===== src/rtl/csirx_pkg.sv =====
package csirx_pkg;
  localparam int DW        = 32;
  localparam int SETTLE_W  = 5;
  localparam int DTYPE_W   = 6;
  localparam int LANES_W   = 2;
  localparam int DIM_W     = 16;
  localparam int MAX_DLANE = 4;
  localparam int LANE_EN_W = MAX_DLANE + 1;

  localparam int OFF_CTRL   = 'h00;
  localparam int OFF_PHY    = 'h04;
  localparam int OFF_CFG    = 'h08;
  localparam int OFF_MASK   = 'h10;
  localparam int OFF_SRC    = 'h14;
  localparam int OFF_RES    = 'h2C;
  localparam int OFF_ACT    = 'h38;
  localparam int OFF_ACTRES = 'h3C;

  localparam int B_SWAP   = 31;
  localparam int B_ALIGN  = 20;
  localparam int B_APPLY  = 16;
  localparam int B_EXTCLK = 8;
  localparam int B_RESET  = 4;
  localparam int B_EN     = 0;
  localparam int B_SETTLE = 27;

  typedef enum logic [3:0] {
    SEL_CTRL, SEL_PHY, SEL_CFG, SEL_MASK, SEL_SRC,
    SEL_RES, SEL_ACT, SEL_ACTRES, SEL_NONE
  } reg_sel_e;

  typedef struct packed {
    logic                swap;
    logic                align32;
    logic                extclk;
    logic [SETTLE_W-1:0] settle;
    logic [DTYPE_W-1:0]  dtype;
    logic [LANES_W-1:0]  lanes_m1;
    logic [DIM_W-1:0]    width;
    logic [DIM_W-1:0]    height;
  } rx_cfg_t;
endpackage


===== src/rtl/csirx_decode.sv =====
module csirx_decode
  import csirx_pkg::*;
#(
  parameter int ADDR_W = 8
) (
  input  logic [ADDR_W-1:0] addr,
  output reg_sel_e          sel
);
  always_comb begin
    sel = SEL_NONE;
    if (addr[1:0] == 2'b00) begin
      case (addr)
        ADDR_W'(OFF_CTRL):   sel = SEL_CTRL;
        ADDR_W'(OFF_PHY):    sel = SEL_PHY;
        ADDR_W'(OFF_CFG):    sel = SEL_CFG;
        ADDR_W'(OFF_MASK):   sel = SEL_MASK;
        ADDR_W'(OFF_SRC):    sel = SEL_SRC;
        ADDR_W'(OFF_RES):    sel = SEL_RES;
        ADDR_W'(OFF_ACT):    sel = SEL_ACT;
        ADDR_W'(OFF_ACTRES): sel = SEL_ACTRES;
        default:             sel = SEL_NONE;
      endcase
    end
  end
endmodule


===== src/rtl/csirx_shadow.sv =====
module csirx_shadow
  import csirx_pkg::*;
(
  input  logic          clk,
  input  logic          rst,
  input  logic          wr_ctrl,
  input  logic          wr_phy,
  input  logic          wr_cfg,
  input  logic          wr_res,
  input  logic [DW-1:0] wdata,
  output rx_cfg_t       stg,
  output rx_cfg_t       act,
  output logic          enable,
  output logic          rst_pulse
);
  rx_cfg_t stg_n;
  logic    en_n;

  always_comb begin
    stg_n = stg;
    en_n  = enable;
    if (wr_ctrl) begin
      stg_n.swap    = wdata[B_SWAP];
      stg_n.align32 = wdata[B_ALIGN];
      stg_n.extclk  = wdata[B_EXTCLK];
      en_n          = wdata[B_EN];
    end
    if (wr_phy) stg_n.settle = wdata[B_SETTLE +: SETTLE_W];
    if (wr_cfg) begin
      stg_n.dtype    = wdata[LANES_W +: DTYPE_W];
      stg_n.lanes_m1 = wdata[LANES_W-1:0];
    end
    if (wr_res) begin
      stg_n.width  = wdata[DIM_W +: DIM_W];
      stg_n.height = wdata[DIM_W-1:0];
    end
  end

  always_ff @(posedge clk) begin
    if (rst) begin
      stg       <= '0;
      act       <= '0;
      enable    <= 1'b0;
      rst_pulse <= 1'b0;
    end else begin
      stg       <= stg_n;
      enable    <= en_n;
      rst_pulse <= wr_ctrl & wdata[B_RESET];
      if (wr_ctrl && wdata[B_APPLY]) act <= stg_n;
    end
  end
endmodule


===== src/rtl/csirx_irq.sv =====
module csirx_irq #(
  parameter int W = 32
) (
  input  logic         clk,
  input  logic         rst,
  input  logic         wr_mask,
  input  logic         wr_src,
  input  logic [W-1:0] wdata,
  input  logic [W-1:0] evt,
  output logic [W-1:0] mask,
  output logic [W-1:0] src,
  output logic         irq
);
  logic [W-1:0] src_n, mask_n, clr;

  always_comb begin
    clr    = wr_src ? wdata : '0;
    src_n  = (src & ~clr) | evt;
    mask_n = wr_mask ? wdata : mask;
  end

  always_ff @(posedge clk) begin
    if (rst) begin
      src  <= '0;
      mask <= '0;
      irq  <= 1'b0;
    end else begin
      src  <= src_n;
      mask <= mask_n;
      irq  <= |(src_n & mask_n);
    end
  end
endmodule


===== src/rtl/csirx_lanes.sv =====
module csirx_lanes #(
  parameter int MAX_DLANE = 4,
  parameter int LANES_W   = 2
) (
  input  logic               enable,
  input  logic [LANES_W-1:0] lanes_m1,
  output logic [MAX_DLANE:0] lane_en
);
  for (genvar i = 0; i <= MAX_DLANE; i++) begin : g_lane
    assign lane_en[i] = enable && (i <= int'(lanes_m1) + 1);
  end
endmodule


===== src/rtl/csirx_regfile.sv =====
module csirx_regfile
  import csirx_pkg::*;
#(
  parameter int ADDR_W = 8
) (
  input  logic                 clk,
  input  logic                 rst,
  input  logic [ADDR_W-1:0]    bus_addr,
  input  logic                 bus_we,
  input  logic [DW-1:0]        bus_wdata,
  output logic [DW-1:0]        bus_rdata,
  input  logic [DW-1:0]        evt_in,
  output logic                 sw_reset,
  output logic                 rx_enable,
  output logic [LANE_EN_W-1:0] lane_en,
  output logic                 irq,
  output logic                 cfg_swap,
  output logic                 cfg_align32,
  output logic                 cfg_extclk,
  output logic [SETTLE_W-1:0]  cfg_settle,
  output logic [DTYPE_W-1:0]   cfg_dtype,
  output logic [LANES_W-1:0]   cfg_lanes_m1,
  output logic [DIM_W-1:0]     cfg_width,
  output logic [DIM_W-1:0]     cfg_height
);
  localparam int PHY_PAD = DW - SETTLE_W - LANE_EN_W;
  localparam int CFG_PAD = DW - DTYPE_W - LANES_W;
  localparam int ACT_PAD = DW - 3 - SETTLE_W - DTYPE_W - LANES_W;

  reg_sel_e sel;
  rx_cfg_t  stg, act;
  logic     enable;
  logic [DW-1:0] mask_q, src_q;

  csirx_decode #(.ADDR_W(ADDR_W)) u_dec (.addr(bus_addr), .sel(sel));

  csirx_shadow u_shadow (
    .clk(clk), .rst(rst),
    .wr_ctrl(bus_we && sel == SEL_CTRL),
    .wr_phy (bus_we && sel == SEL_PHY),
    .wr_cfg (bus_we && sel == SEL_CFG),
    .wr_res (bus_we && sel == SEL_RES),
    .wdata(bus_wdata), .stg(stg), .act(act),
    .enable(enable), .rst_pulse(sw_reset)
  );

  csirx_irq #(.W(DW)) u_irq (
    .clk(clk), .rst(rst),
    .wr_mask(bus_we && sel == SEL_MASK),
    .wr_src (bus_we && sel == SEL_SRC),
    .wdata(bus_wdata), .evt(evt_in),
    .mask(mask_q), .src(src_q), .irq(irq)
  );

  csirx_lanes #(.MAX_DLANE(MAX_DLANE), .LANES_W(LANES_W)) u_lanes (
    .enable(enable), .lanes_m1(act.lanes_m1), .lane_en(lane_en)
  );

  assign rx_enable    = enable;
  assign cfg_swap     = act.swap;
  assign cfg_align32  = act.align32;
  assign cfg_extclk   = act.extclk;
  assign cfg_settle   = act.settle;
  assign cfg_dtype    = act.dtype;
  assign cfg_lanes_m1 = act.lanes_m1;
  assign cfg_width    = act.width;
  assign cfg_height   = act.height;

  logic [DW-1:0] rd_mux;
  always_comb begin
    rd_mux = '0;
    case (sel)
      SEL_CTRL: begin
        rd_mux[B_SWAP]   = stg.swap;
        rd_mux[B_ALIGN]  = stg.align32;
        rd_mux[B_EXTCLK] = stg.extclk;
        rd_mux[B_EN]     = enable;
      end
      SEL_PHY:    rd_mux = {stg.settle, {PHY_PAD{1'b0}}, lane_en};
      SEL_CFG:    rd_mux = {{CFG_PAD{1'b0}}, stg.dtype, stg.lanes_m1};
      SEL_MASK:   rd_mux = mask_q;
      SEL_SRC:    rd_mux = src_q;
      SEL_RES:    rd_mux = {stg.width, stg.height};
      SEL_ACT:    rd_mux = {act.swap, act.align32, act.extclk, act.settle,
                            {ACT_PAD{1'b0}}, act.dtype, act.lanes_m1};
      SEL_ACTRES: rd_mux = {act.width, act.height};
      default:    rd_mux = '0;
    endcase
  end

  always_ff @(posedge clk) begin
    if (rst) bus_rdata <= '0;
    else     bus_rdata <= rd_mux;
  end
endmodule


===== config.mk =====
export PLATFORM = sky130hd
export DESIGN_NAME = csirx_regfile
export DESIGN_NICKNAME = d
export VERILOG_FILES = /design/src/rtl/csirx_pkg.sv /design/src/rtl/csirx_decode.sv /design/src/rtl/csirx_shadow.sv /design/src/rtl/csirx_irq.sv /design/src/rtl/csirx_lanes.sv /design/src/rtl/csirx_regfile.sv
export SDC_FILE = /design/constraint.sdc
export NUM_CORES = 1
export LEC_CHECK = 0
export CORE_ASPECT_RATIO = 0.75
export CORE_MARGIN = 8
export CORE_UTILIZATION = 35
export CTS_BUF_LIST = sky130_fd_sc_hd__clkbuf_8
export DETAILED_ROUTE_END_ITERATION = 8
export GPL_TIMING_DRIVEN = 0
export PLACE_DENSITY_LB_ADDON = 0.25
export SLEW_MARGIN = 20
export SYNTH_ARGS = -nofsm -noshare
export SYNTH_HDL_FRONTEND = slang
export SYNTH_SLANG_ARGS = --single-unit

===== constraint.sdc =====
create_clock -name clk -period 5.68 [get_ports clk]
set_input_delay 1.136 -clock clk [delete_from_list [all_inputs] [get_ports clk]]
set_output_delay 1.136 -clock clk [all_outputs]
set_load 0.02 [all_outputs]

==> results.yml, run 1 <==
status:
  outcome: "finished, final reports clean"
clock_tree:
  cts_buffers: 17
  cts.sinks: 195
  cts_setup_buffers: 0
  cts-root-buf: "clkbuf_8"
  ctsLongestPathBuffers: 2
  cts_tree: "built"
  cts.repair.resized: 0
  path_clk_slew_ns: 0.09
  clk_latency_ns: 0.49
  h-tree-depth: 4
  hold_buffers: 0
final_layout:
  final_area_um2: 10500
  nNetsFinal: 1124
  areaGrowthSynthToFinish_pct: 30.4
  drive_gt1_share_pct: 7.73
  multi_input_area_um2: 3820
  diodes: 0
  fill_cells: 2276
  final-seq-area_um2: 3900
sta:
  slew_headroom_pct: 37.8
  hold_ws_ns: 0.465
  setup_tns_ns: 0
  max_freq_ghz: 0.232
  finClkSkew_ns: 0.0131
  worst_pin_slew_ns: 0.933
  setup_viol: 0
  post-route-min-period_ns: 4.32
  grt_setup_unrepaired: "no"
  hold_viol: 0
  min_period_over_period_pct: 76.0
  slew_viol_final: 0
synth:
  synthSimpleGateAreaFrac_pct: 16.6
  synth_compound_area_share_pct: 16.8
  ys_ff_latch: 195
  synth_nets: 943
  synth_edf_count: 0
  avgSynthCellArea_um2: 9.29
  post-synth-top-area-cell: "dfxtp_1"
  synth.most_common_cell: "dfxtp_1"
  synth-adder-area-share_pct: 0
  yosys-top-cells-area: "dfxtp_1, mux2i_1, nor2_1"
  ys.flop_type: "dfxtp_1"
  syn_inst: 868
  synth_xor_area_share_pct: 0
  synthMuxAreaShare_pct: 14.0
  synth_top_area_share_pct: 48.4
  synthTopCellsByCount: "dfxtp_1, nor2_1, mux2i_1"
  synth_cell_types: 51
  ys_seq_area_share_pct: 48.4
  synth_top_family_by_area: "compound AO/OA/AOI/OAI gates"
  ys_async_sr_fraction_pct: 0
  ys_warn_count: 0
  syn_area_um2: 8060
floorplan:
  initial_core_util_pct: 35.3
  die_x_um: 191
  core_region_area_um2: 22800
  die_h_um: 147
  die_area_um2: 28200
  num_io_pins: 163
  fp-row-count: 48
min_path:
  hold_depth: 2
  hold_start: "u_shadow.stg[45]"
  whs_endpoint: "u_shadow.stg[45]"
  hp-class: "reg2reg"
power_and_ir_drop:
  ir_drop_mv: 0.152
  leakagePower_nw: 3.98
  power_density_nw_per_um2: 251
grt:
  grt_pass1_vias: 7530
  grt-ovfl-total: 0
  grt_max_degree: 17
  grt_pass1_wl_um: 47800
  grt_use_total_pct: 22.7
  antenna_found_initial: 0
setup_path:
  worstPathArrival_ns: 4.62
  crit_fanout: 10
  crit_required_ns: 5.99
  crit_path_end_kind: "register"
  rr_endpoint: "u_irq.irq"
  r2r-start: "u_irq.mask[21]"
  ff2ff_path_depth: 4
  r2r_slack_ns: 3.62
  worstSetupPathType: "in2reg"
  cp-start-kind: "input pin"
drt:
  wl_met1_um: 15000
  remaining_drc_errors: 0
  highest_layer: "met4"
  drt_wl_total_um: 32700
  wl_met2_um: 13200
  via_per_inst: 5.66
  wl_met3_um: 3790
  num_vias: 7702
  firstDrtPassIters: 6
  wl_per_cell_um: 24.1
  first_iter_violations: 941
  drtAntennaViolNets: 0
placed_design:
  postPlaceCellArea_um2: 10100
  place_congestion: 0.923
  hpwl_um: 24400
  port_buffers: 162
run:
  maxCapViolCount: 0
-- per-stage QoR --
step / total power [W] / instances / util [%] / setup WS, ns
2_1_floorplan: 0.00151 / 868 / - / 2.62
3_3_place_gp: 0.00163 / 1330 / 44.1 / 1.08
3_5_place_dp: 0.00163 / 1330 / 44.1 / 1.04
4_1_cts: 0.00264 / 1361 / 46.1 / 1.56
5_1_grt: 0.00272 / 1361 / 46.1 / 1.35
6_report: 0.00264 / 1361 / 46.1 / 1.36
-- flip-flops by register name, indices dropped and copies added, names as in the netlist --
register	cells
bus_rdata	32
u_irq.irq	1
u_shadow.stg	48
u_irq.src	32
u_shadow.act	48
u_shadow.enable	1
u_irq.mask	32
u_shadow.rst_pulse	1
-- critical path: stages --
cell and delay [ns]:
clkdlybuf4s50_1 0.45, nor4_4 0.56, clkbuf_1 0.58, clkbuf_1 0.55
nand4_1 0.20, a21oi_1 0.39, o22ai_1 0.15, nor4_1 0.35
a41oi_1 0.25
-- final cells by class --
class / count / share of cell area [%]
Buffer: 72 / 2.86
Clock buffer: 22 / 2.88
Clock inverter: 9 / 1.44
Inverter: 11 / 0.393
Multi-Input combinational cell: 590 / 36.3
Sequential cell: 195 / 37.1
Tap cell: 300 / 3.57
Timing Repair Buffer: 162 / 15.4
-- cell families (layout without fill, tap and decap cells) --
logic type             count (synthesis)  after routing
AND/OR/NAND/NOR                      291            291
flip-flops                           195            195
AO/OA/AOI/OAI                        189            189
multiplexers                         110            110
buffers and inverters                 83            276
-- metal layers --
layer | up-vias | GRT usage [%]
met2 | 426 | 31.2
met4 | 0 | 7.83
li1 | 3497 | -
met1 | 3732 | 32.2
met5 | - | 0
met3 | 47 | 7.70
-- power breakdown --
part / switching (W) / leakage (nW) / internal (W)
Sequential: 0.00000935 / 1.58 / 0.00138
Clock: 0.000496 / 0.224 / 0.000534
Combinational: 0.000130 / 2.17 / 0.0000865
-- cell usage in the layout, fill, tap and decap left out, types with 5 or more instances in the layout --
cell / Yosys / final
dfxtp_1: 195 / 195
a222oi_1: 17 / 17
a22oi_1: 5 / 5
nor2b_1: 9 / 9
a21oi_1: 54 / 54
o22ai_1: 16 / 16
buf_2: 15 / 15
a2bb2oi_1: 6 / 6
nand2_1: 27 / 27
a211oi_1: 47 / 47
nand3_1: 9 / 9
nor2_1: 183 / 183
o21ai_0: 6 / 6
a221oi_1: 8 / 8
nand4_1: 28 / 28
a41oi_1: 10 / 10
or2_2: 5 / 5
clkbuf_1: 50 / 50
mux2_2: 21 / 21
clkdlybuf4s50_1: 0 / 162
clkbuf_8: 0 / 22
mux2i_1: 88 / 88
buf_1: 5 / 5
inv_1: 11 / 12
-- worst max-delay path by stage --
stage,start,endpoint,depth (start not counted)
after global routing,bus_addr[5],u_irq.irq,9
after floorplan,bus_addr[1],u_irq.irq,8
after detailed placement,bus_addr[1],u_irq.irq,9
after global placement,bus_addr[1],u_irq.irq,9
final,bus_addr[1],u_irq.irq,9
after CTS,bus_addr[1],u_irq.irq,9
Power figures use the tool's default switching activity.
==> run 2: changes to the inputs <==
==> constraint.sdc (replaced) <==
create_clock -name clk -period 3.6 [get_ports clk]
set_input_delay 0.72 -clock clk [delete_from_list [all_inputs] [get_ports clk]]
set_output_delay 0.72 -clock clk [all_outputs]
set_load 0.02 [all_outputs]
==> run 2 against run 1 <==
- the flow now finishes with violations (setup timing)
- clock power increased by 58%
- sequential cell count unchanged
- worst hold slack improved by 0.0035 ns
- worst setup slack got worse by 1.4 ns
- critical endpoint unchanged
- largest power group unchanged
- highest routed layer unchanged
==> results.yml, run 2 (synthesis gave the netlist of run 1 again) <==
setup_path:
  crit_chain: "clkdlybuf4s50_1 -> and2_1 -> clkbuf_1 -> clkbuf_1 -> buf_2 -> nand4_1 -> a21oi_1 -> o22ai_1 -> nor4_1 -> a41oi_1"
  worstSetupPathType: "in2reg"
  max_stage_delay_ns: 0.59
  rr_endpoint: "u_irq.irq"
  crit_path_frequent_cell: "clkbuf_1"
  ff2ff_path_depth: 6
  crit_fanout: 10
  r2r-start: "u_irq.src[20]"
  worstPathArrival_ns: 3.90
  cp-startpoint: "bus_addr[2]"
  crit_required_ns: 3.90
  critPathSlowestCell: "clkdlybuf4s50_1"
  r2r_slack_ns: 1.67
  crit_path_end_kind: "register"
  cp-start-kind: "input pin"
sta:
  grt_setup_unrepaired: "no"
  finClkSkew_ns: 0.0102
  slew_viol_final: 0
  max_freq_ghz: 0.278
  hold_viol: 0
  min_period_over_period_pct: 100
  setup_slack_ns: -0.00231
  hold_ws_ns: 0.468
  post-route-min-period_ns: 3.60
  worst_pin_slew_ns: 0.963
  slew_headroom_pct: 35.8
  setup_viol: 1
drt:
  drt_wl_total_um: 32700
  via_per_inst: 5.66
  first_iter_violations: 836
  remaining_drc_errors: 0
  firstDrtPassIters: 7
  wl_per_cell_um: 24.1
  num_vias: 7693
  drtAntennaViolNets: 0
clock_tree:
  cts-root-buf: "clkbuf_8"
  h-tree-depth: 4
  cts_setup_buffers: 0
  cts_tree: "built"
  path_clk_slew_ns: 0.09
  cts.sinks: 195
  cts_buffers: 17
  clk_latency_ns: 0.48
  ctsLongestPathBuffers: 2
final_layout:
  final_util_pct: 46.1
  top_regs: "u_shadow.act: 48 flops, u_shadow.stg: 48 flops"
  areaGrowthSynthToFinish_pct: 30.4
  final_common_cell: "dfxtp_1"
  layout_common_cells: "dfxtp_1, nor2_1, clkdlybuf4s50_1, mux2i_1, a21oi_1"
  final_area_um2: 10500
  nNetsFinal: 1122
  drive_gt1_share_pct: 8.22
  fill_cells: 2275
  diodes: 0
  instances_no_fill: 1359
floorplan:
  die_x_um: 191
  initial_core_util_pct: 35.3
  num_io_pins: 163
  die_h_um: 147
  fp-row-count: 48
  die_area_um2: 28200
  core_region_area_um2: 22800
min_path:
  hold_depth: 2
  whs_endpoint: "u_shadow.stg[45]"
  hp-class: "reg2reg"
  hold_start: "u_shadow.stg[45]"
run:
  maxCapViolCount: 0
status:
  outcome: "complete, but fails checks"
  violations: "setup timing"
power_and_ir_drop:
  power_density_nw_per_um2: 396
  ir_drop_mv: 0.246
  leakagePower_nw: 3.99
placed_design:
  place_congestion: 0.923
  port_buffers: 162
  postPlaceCellArea_um2: 10100
  dp.cells: 1330
  hpwl_um: 24400
grt:
  grt_max_degree: 17
  grt_pass1_wl_um: 47800
  grt_use_total_pct: 22.7
  grt-ovfl-total: 0
  grt_pass1_vias: 7530
  antenna_found_initial: 0
[run 2: worst max-delay path by stage]
stage	endpoint	slack, ns
3_3_place_gp	u_irq.irq	-0.58
6_report	u_irq.irq	-0.002
3_5_place_dp	u_irq.irq	-0.62
5_1_grt	u_irq.irq	0.007
4_1_cts	u_irq.irq	0.009
2_1_floorplan	u_irq.irq	0.95
[run 2: final cells by class]
| cell class | count | area (um^2) | area share, % |
|---|---|---|---|
| Clock inverter | 9 | 151 | 1.44 |
| Clock buffer | 22 | 303 | 2.88 |
| Tap cell | 300 | 375 | 3.57 |
| Inverter | 11 | 41.3 | 0.393 |
| Buffer | 70 | 298 | 2.83 |
| Multi-Input combinational cell | 590 | 3820 | 36.3 |
| Sequential cell | 195 | 3900 | 37.1 |
| Timing Repair Buffer | 162 | 1620 | 15.4 |
[run 2: stage by stage]
| stage | total power, W | setup TNS [ns] | worst slack (ns) |
|---|---|---|---|
| 6_report | 0.00417 | -0.00231 | -0.00231 |
| 4_1_cts | 0.00417 | 0 | 0.00854 |
| 3_3_place_gp | 0.00258 | -8.33 | -0.580 |
| 2_1_floorplan | 0.00238 | 0 | 0.954 |
| 5_1_grt | 0.00428 | 0 | 0.00675 |
| 3_5_place_dp | 0.00258 | -9.10 | -0.624 |
[run 2: repair_timing]
| action | in CTS | in global routing |
|---|---|---|
| gates resized for setup | 3 | 3 |
| endpoints found under the setup margin | 1 | 1 |
| hold buffers | 0 | 0 |
[run 2: worst max-delay path, delay by kind of cell]
family | cells | cell delay (ns)
compound gates | 3 | 0.79
buf+inv | 4 | 1.68
simple gates | 3 | 0.68
[run 2: power by group]
part / switching [W] / total, W / internal, W
registers: 0.0000145 / 0.00220 / 0.00218
logic: 0.000204 / 0.000341 / 0.000137
clock network: 0.000786 / 0.00163 / 0.000843
total: 0.00100 / 0.00417 / 0.00316
[run 2: per-layer routing]
layer,track usage (%),share of wire (%)
met1,32.2,46
met2,31.2,40
met3,7.70,12
met4,7.83,2.5
met5,0,0
